**config.mk**
```make
export PLATFORM = sky130hd
export DESIGN_NAME = sclHoldGuard
export DESIGN_NICKNAME = d
export VERILOG_FILES = /design/src/rtl/sclHoldPkg.sv /design/src/rtl/sclHoldDatapath.sv /design/src/rtl/sclHoldCtrl.sv /design/src/rtl/sclHoldGuard.sv
export SDC_FILE = /design/constraint.sdc
export NUM_CORES = 1
export LEC_CHECK = 0
export CAP_MARGIN = 10
export CORE_AREA = 2 2 52 54
export DETAILED_ROUTE_END_ITERATION = 10
export DIE_AREA = 0 0 54 56
export DONT_BUFFER_PORTS = 1
export PLACE_DENSITY = 0.68
export SYNTH_ARGS = -nofsm -noshare
export SYNTH_HDL_FRONTEND = slang
export SYNTH_SLANG_ARGS = --single-unit
```
**constraint.sdc**
```tcl
create_clock -name clk -period 2 [get_ports clk]
set_input_delay 0.2 -clock clk [delete_from_list [all_inputs] [get_ports clk]]
set_output_delay 0.2 -clock clk [all_outputs]
set_load 0.02 [all_outputs]
```
**src/rtl/sclHoldPkg.sv**
```systemverilog
package sclHoldPkg;
  typedef struct packed {
    logic cntClear;
    logic cntInc;
  } holdStrobe_t;
endpackage

```
**src/rtl/sclHoldDatapath.sv**
```systemverilog
module sclHoldDatapath
  import sclHoldPkg::*;
#(
  parameter int LIMIT_W       = 8,
  parameter int PRESCALE_LOG2 = 4
) (
  input  logic               clk,
  input  logic               rstN,
  input  logic               limitWrEn,
  input  logic [LIMIT_W-1:0] limitWrData,
  input  holdStrobe_t        strobe,
  output logic [LIMIT_W-1:0] limitQ,
  output logic               enabled,
  output logic               reachedLimit
);
  localparam int CNT_W = LIMIT_W + PRESCALE_LOG2 + 1;

  logic [CNT_W-1:0] lowCnt;
  logic [CNT_W-1:0] periodClks;

  // limit register, in units of 2**PRESCALE_LOG2 clocks
  always_ff @(posedge clk or negedge rstN) begin
    if (!rstN)          limitQ <= '0;
    else if (limitWrEn) limitQ <= limitWrData;
  end

  assign periodClks   = CNT_W'({limitQ, {PRESCALE_LOG2{1'b0}}});
  assign enabled      = (limitQ != '0);
  assign reachedLimit = (lowCnt == periodClks);

  // low-time counter
  always_ff @(posedge clk or negedge rstN) begin
    if (!rstN)                lowCnt <= '0;
    else if (strobe.cntClear) lowCnt <= '0;
    else if (strobe.cntInc)   lowCnt <= lowCnt + 1'b1;
  end

  // the counter never runs past one step beyond the window
  a_r3_count_bounded: assert property (@(posedge clk) disable iff (!rstN)
    lowCnt <= periodClks + 1'b1);

  // a limit write leaves the counter at zero
  a_r9_write_restarts: assert property (@(posedge clk) disable iff (!rstN)
    limitWrEn |=> (lowCnt == '0));
endmodule

```
**src/rtl/sclHoldCtrl.sv**
```systemverilog
module sclHoldCtrl
  import sclHoldPkg::*;
(
  input  logic        clk,
  input  logic        rstN,
  input  logic        sclSync,
  input  logic        busBusy,
  input  logic        limitWrEn,
  input  logic        irqMask,
  input  logic        statusClr,
  input  logic        enabled,
  input  logic        reachedLimit,
  output holdStrobe_t strobe,
  output logic        abortReq,
  output logic        rawFlag,
  output logic        maskedIrq
);
  logic lowActive;
  logic fired;
  logic hit;

  assign lowActive = busBusy && !sclSync;
  assign hit       = lowActive && enabled && !fired && reachedLimit && !limitWrEn;

  always_comb begin
    strobe          = '0;
    strobe.cntClear = !lowActive || limitWrEn;
    strobe.cntInc   = lowActive && enabled && !fired;
  end

  // re-arm guard: one request per low period
  always_ff @(posedge clk or negedge rstN) begin
    if (!rstN)          fired <= 1'b0;
    else if (!lowActive) fired <= 1'b0;
    else if (hit)        fired <= 1'b1;
  end

  always_ff @(posedge clk or negedge rstN) begin
    if (!rstN) abortReq <= 1'b0;
    else       abortReq <= hit;
  end

  // sticky status, set wins over clear
  always_ff @(posedge clk or negedge rstN) begin
    if (!rstN)          rawFlag <= 1'b0;
    else if (hit)       rawFlag <= 1'b1;
    else if (statusClr) rawFlag <= 1'b0;
  end

  assign maskedIrq = rawFlag && irqMask;

  // request lasts one cycle
  a_r4_single_pulse: assert property (@(posedge clk) disable iff (!rstN)
    abortReq |=> !abortReq);

  // no request unless the watchdog was enabled
  a_r2_disabled_quiet: assert property (@(posedge clk) disable iff (!rstN)
    abortReq |-> $past(enabled));

  // a request always comes with the raw status
  a_r5_abort_sets_raw: assert property (@(posedge clk) disable iff (!rstN)
    abortReq |-> rawFlag);

  // status holds without a clear
  a_r6_sticky: assert property (@(posedge clk) disable iff (!rstN)
    (rawFlag && !statusClr) |=> rawFlag);
endmodule

```
**src/rtl/sclHoldGuard.sv**
```systemverilog
module sclHoldGuard
  import sclHoldPkg::*;
#(
  parameter int LIMIT_W       = 8,
  parameter int PRESCALE_LOG2 = 4
) (
  input  logic               clk,
  input  logic               rstN,
  input  logic               sclSync,
  input  logic               busBusy,
  input  logic               limitWrEn,
  input  logic [LIMIT_W-1:0] limitWrData,
  input  logic               irqMask,
  input  logic               statusClr,
  output logic [LIMIT_W-1:0] limitRd,
  output logic               rawFlag,
  output logic               maskedIrq,
  output logic               abortReq
);
  holdStrobe_t strobe;
  logic        enabled;
  logic        reachedLimit;

  sclHoldDatapath #(.LIMIT_W(LIMIT_W), .PRESCALE_LOG2(PRESCALE_LOG2)) uPath (
    .clk(clk), .rstN(rstN), .limitWrEn(limitWrEn), .limitWrData(limitWrData),
    .strobe(strobe), .limitQ(limitRd), .enabled(enabled), .reachedLimit(reachedLimit)
  );

  sclHoldCtrl uCtrl (
    .clk(clk), .rstN(rstN), .sclSync(sclSync), .busBusy(busBusy),
    .limitWrEn(limitWrEn), .irqMask(irqMask), .statusClr(statusClr),
    .enabled(enabled), .reachedLimit(reachedLimit), .strobe(strobe),
    .abortReq(abortReq), .rawFlag(rawFlag), .maskedIrq(maskedIrq)
  );
endmodule

```
# After elaboration in Yosys (flattened, before gate mapping)
# Index checks and enable logic that the tools add are counted.
# totals
elab_cells	28
latchBits	0
mem_count	0
output_inout_bits	11
input_bits	15
reg_bits	24
ramBits	0
romBits	0
# op_classes
n_shift	0
bitwise_logic	0
eq_ne	2
reduce_logical	14
div	0
n_lt_le_gt_ge	0
n_mul	0
addsub	1
muxes	6
# ops
op	count
two-way mux 13 bit	2
adder 13 x 1 -> 13 bit, second input constant	1
equality test 13 x 12 -> 1 bit	1
nonzero test 8 bit	1
logical AND 1 bit	6
zero test 1 bit	4
two-way mux 1 bit	4
nonzero test 2 bit	2
inequality test 2 bit, second input constant	1
logical OR 1 bit	1

# Longest topological paths before layout
# logic_depth
word_depth	8
mapped_depth	5
ltp_nobuf	5

# By module
# Synthesis repeated with hierarchy kept, for this count alone.
# unflattened
hier_cells	111
area_unflattened_um2	1227.4
# by_module_without_submodules
module	seq_area_each_um2	cells_each	area_per_inst_um2	n_inst
sclHoldDatapath	525.5	99	1081.0	1
sclHoldCtrl	75.1	12	146.4	1

# Worst setup path before layout
# OpenSTA, ideal clock, no wires.
# synth_path
kind	flip-flop to flip-flop
start	register uCtrl.fired
end	register uPath.lowCnt[11]
period_less_slack_ns	1.796
stages_incl_launch_ff	6
arrival_time_ns	1.668
setup_ns	0.128
n_path_buf	1
required_time_ns	1.872
setup_slack_ns	0.204
path_cell_list	dfrtp_1 or3b_4 a21o_1 buf_6 nor4_2 mux2_1
# synth_between
elab_chain_cells	3
# synth_lines
element	line	source
start: declaration	sclHoldCtrl.sv:19	logic fired;
start signal: assignment	sclHoldCtrl.sv:33	if (!rstN) fired <= 1'b0;
start signal: assignment	sclHoldCtrl.sv:34	else if (!lowActive) fired <= 1'b0;
start signal: assignment	sclHoldCtrl.sv:35	else if (hit) fired <= 1'b1;
zero test 1 bit	sclHoldCtrl.sv:28	strobe.cntInc = lowActive && enabled && !fired;
logical AND 1 bit	sclHoldCtrl.sv:28	
nonzero test 2 bit (no line)	n/a	
end signal: assignment	sclHoldDatapath.sv:35	else if (strobe.cntInc) lowCnt <= lowCnt + 1'b1;
end: declaration	sclHoldDatapath.sv:18	logic [CNT_W-1:0] lowCnt;
# No other way between the ends.
# A chain may end at the register's enable or synchronous reset.

# Worst setup path after layout
# Ends and elaborated chain as after synthesis.

==> impl_metrics.ini <==
[power]
power_per_cell_area_nw_per_um2 = 594.5
peak_supply_drop_uv = 451.9
p_leak_nw = 0.5905

[logic_synthesis]
ys.warnings.count = 0
syn_area_um2 = 1289
synth_largest_area_cell = dfrtp_1
synth.ff_latch_count = 24
synth_fp_nets = 139
syn_inst = 122
synthesis.area_per_instance_um2 = 10.56
synth_area_leaders = dfrtp_1 47%, xnor2_1 8.2%, mux2_2 7.0%
synth_cell_type_count = 30
synth.top_cell.area_share_pct = 46.60
synth_sequential_area_ratio_pct = 46.60

[die]
dieHeight_um = 56
die_width_um = 54
initial_utilization_pct = 52.98
pin_count = 26
placementRows = 18
dieArea_um2 = 3024
core_region_area_um2 = 2432

[cts]
post-cts-setup-buffers = 0
cts_buffer_depth = 2
clock_latency_ps = 300
cts.root.buffer_cell = clkbuf_4
h_tree_level_count = 1
tritoncts_num_sinks = 24
clock_tree_from_tritoncts = done
cts-buffers-inserted = 3
clk_transition_reported_paths_ps = 120

[drt]
via_density = 5.921
wire_per_inst_um = 16.91
detail_route.iter0.violations = 18
routed_wirelength_um = 2774
drc = 0
vias = 971
antenna_left = 0
firstDrtPassIters = 4

[placement]
placement.io_buffers = 0
hpwlAfterDp_um = 2082
place_worst_setup_slack_ps = 65.60
placed_cells_incl_taps = 158
weighted_congestion_reported_at_the_end_of_routability_driven_placement = 0.7942

[critical_path]
reg_to_reg_slack_setup_ps = 110
required_ps = 2200
setup.worst_path.end_class = register
path_max_fanout = 14
timing.rr.end = uPath.lowCnt[11]
worst_path_max_delay_cell = dfrtp_1
worst_r2r_startpoint = uCtrl.fired
crit_chain = or3b_4 > a21o_2 > nor4_2 > mux2_1
timing.reg2reg.worst_path_depth = 4
worstSetupStartpointType = register
cpPeakStageDelay_ps = 400
timing.critical_path.arrival_ps = 2090
critPathKind = reg -> reg

[min_path]
min-delay-path-class = in -> reg
min_to = uPath.limitQ[1]
timing.hold.worst.start = limitWrData[1]
min_delay_path_depth = 1

[final_layout]
area_growth_from_synthesis_to_layout_pct = 12.72
layout-drive-gt1-share_pct = 22.39
antennaDiodeCount = 0
final_core_util_pct = 59.72
finish.cell_count_without_fillers = 164
design.final.nets = 153
filler_cell_count = 223

[global_route]
first_global_vias = 970
number_of_antenna_violations_at_the_first_check_in_global_routing = 0
gr-usage-all-layers_pct = 20.35
maximum_number_of_pins_on_one_net_before_global_route_repair = 25
grt_first_pass_wirelength_um = 4450
grt_overflow_total = 0

[timing]
finalClockSkew_ps = 1.324
finalSetupViolCount = 0
post-route-min-period_ps = 1891
max_slew.worst_pin.slew_ps = 525.2
report.final.slew_viol_count = 0
setup_slack_ps = 108.7
report.final.hold_viol_count = 0
rsz0062_at_grt = false
worst_slew_margin_rel_pct = 64.88
max_clock_freq_mhz = 528.7
finalCritPeriodShare_pct = 94.57
hold_ws_ps = 32.99
finalSetupTns_ps = 0

[flow_run]
timing.max_cap.violations = 0

[status]
outcome = finished, final reports clean
## critical path: cells and delay by family (launching register included)
kind,cells,cell delay [ps]
DFF,1,400
AOI/OAI and AO/OA,1,310
muxes,1,370
and+or+nand+nor,2,700
## metrics by stage
| step | power [mW] | cell area (um^2) |
|---|---|---|
| floorplan | 0.6099 | 1289 |
| global placement | 0.6429 | 1381 |
| detailed placement | 0.6468 | 1381 |
| CTS | 0.8675 | 1424 |
| global route | 0.9108 | 1453 |
| finish | 0.8635 | 1453 |
## cell usage after synthesis
cell and count:
or2_2 1, buf_6 1, a21oi_1 7, clkbuf_2 1, nand3_1 5, a21o_1 2
nand3b_1 1, nor4_2 3, nor4_4 1, dfrtp_1 24, o31ai_1 4, nand4_1 5
and2_1 1, or3_1 1, nand2_1 4, clkbuf_1 3, nor3_1 1, mux2_2 8
or4_1 4, o21ai_0 1, a211oi_1 3, or3b_4 1, a311oi_1 1, a41o_1 1
inv_1 9, o211a_1 1, mux2_1 2, ha_1 2, xnor2_1 12, nor2_1 12
## power breakdown
part	switching [mW]	internal (mW)
Combinational	0.0747	0.0631
Sequential	0.0161	0.502
Clock	0.138	0.0703
Total	0.228	0.635
## timing repair
| item | CTS | global route |
|---|---|---|
| endpoints found under the hold margin | 25 | 0 |
| endpoints found under the setup margin | 0 | 3 |
| hold buffers | 2 | 0 |
| gates resized for setup | 0 | 1 |
## kinds of logic (layout without fill, tap and decap cells)
logic type | after synthesis | count (layout) | share of synthesized area, %
AOI/OAI and AO/OA | 20 | 20 | 10.58
DFF | 24 | 24 | 46.60
xor gates and xnor gates | 12 | 12 | 8.155
adders and majority gates | 2 | 2 | 1.941
buffers and inverters | 14 | 26 | 4.757
muxes | 10 | 10 | 8.738
and+or+nand+nor | 40 | 40 | 19.22
## registers in the layout, indices dropped and copies added (netlist names)
name            count
uCtrl.rawFlag       1
uPath.lowCnt       13
uPath.limitQ        8
uCtrl.abortReq      1
uCtrl.fired         1
## layer usage
metal / global-route usage, % / routed length [um] / part of all wire (%) / vias up
li1: - / - / - / 465
met1: 25.73 / 1139 / 41 / 477
met2: 33.45 / 1487 / 54 / 23
met3: 4.032 / 98 / 3.5 / 6
met4: 7.500 / 48 / 1.7 / 0
met5: 0 / 0 / 0 / -
## final cells by class
type	count	area [um^2]	area share, %
inverter	9	33.78	2.326
clock buffer	3	22.52	1.550
tap	30	37.54	2.584
sequential	24	600.6	41.34
multi-input combinational	84	628.1	43.24
timing repair buffer	14	130.1	8.958
## cell usage in the layout (no fill, tap or decap), drive strengths merged
cell and n:
a311oi 1, nand3 5, and2 1, dlygate4sd3 2
o211a 1, inv 9, ha 2, nand3b 1
xnor2 12, nand2 4, mux2 10, a21o 2
o21ai 1, a21oi 7, or2 1, nand4 5
dfrtp 24, or4 4, o31ai 4, or3 1
a41o 1, or3b 1, nor2 12, nor3 1
nor4 4, buf 12, clkbuf 3, a211oi 3
## worst max-delay path by stage
stage | startpoint | end | slack [ps] | depth (start not counted)
5_1_grt | uCtrl.fired | uPath.lowCnt[6] | 8 | 4
6_report | uCtrl.fired | uPath.lowCnt[11] | 110 | 4
4_1_cts | uCtrl.fired | uPath.lowCnt[11] | 40 | 4
2_1_floorplan | uCtrl.fired | uPath.lowCnt[11] | 200 | 5
3_3_place_gp | uCtrl.fired | uPath.lowCnt[11] | 150 | 4
3_5_place_dp | uCtrl.fired | uPath.lowCnt[11] | 70 | 4
Power figures use the tool's default switching activity.
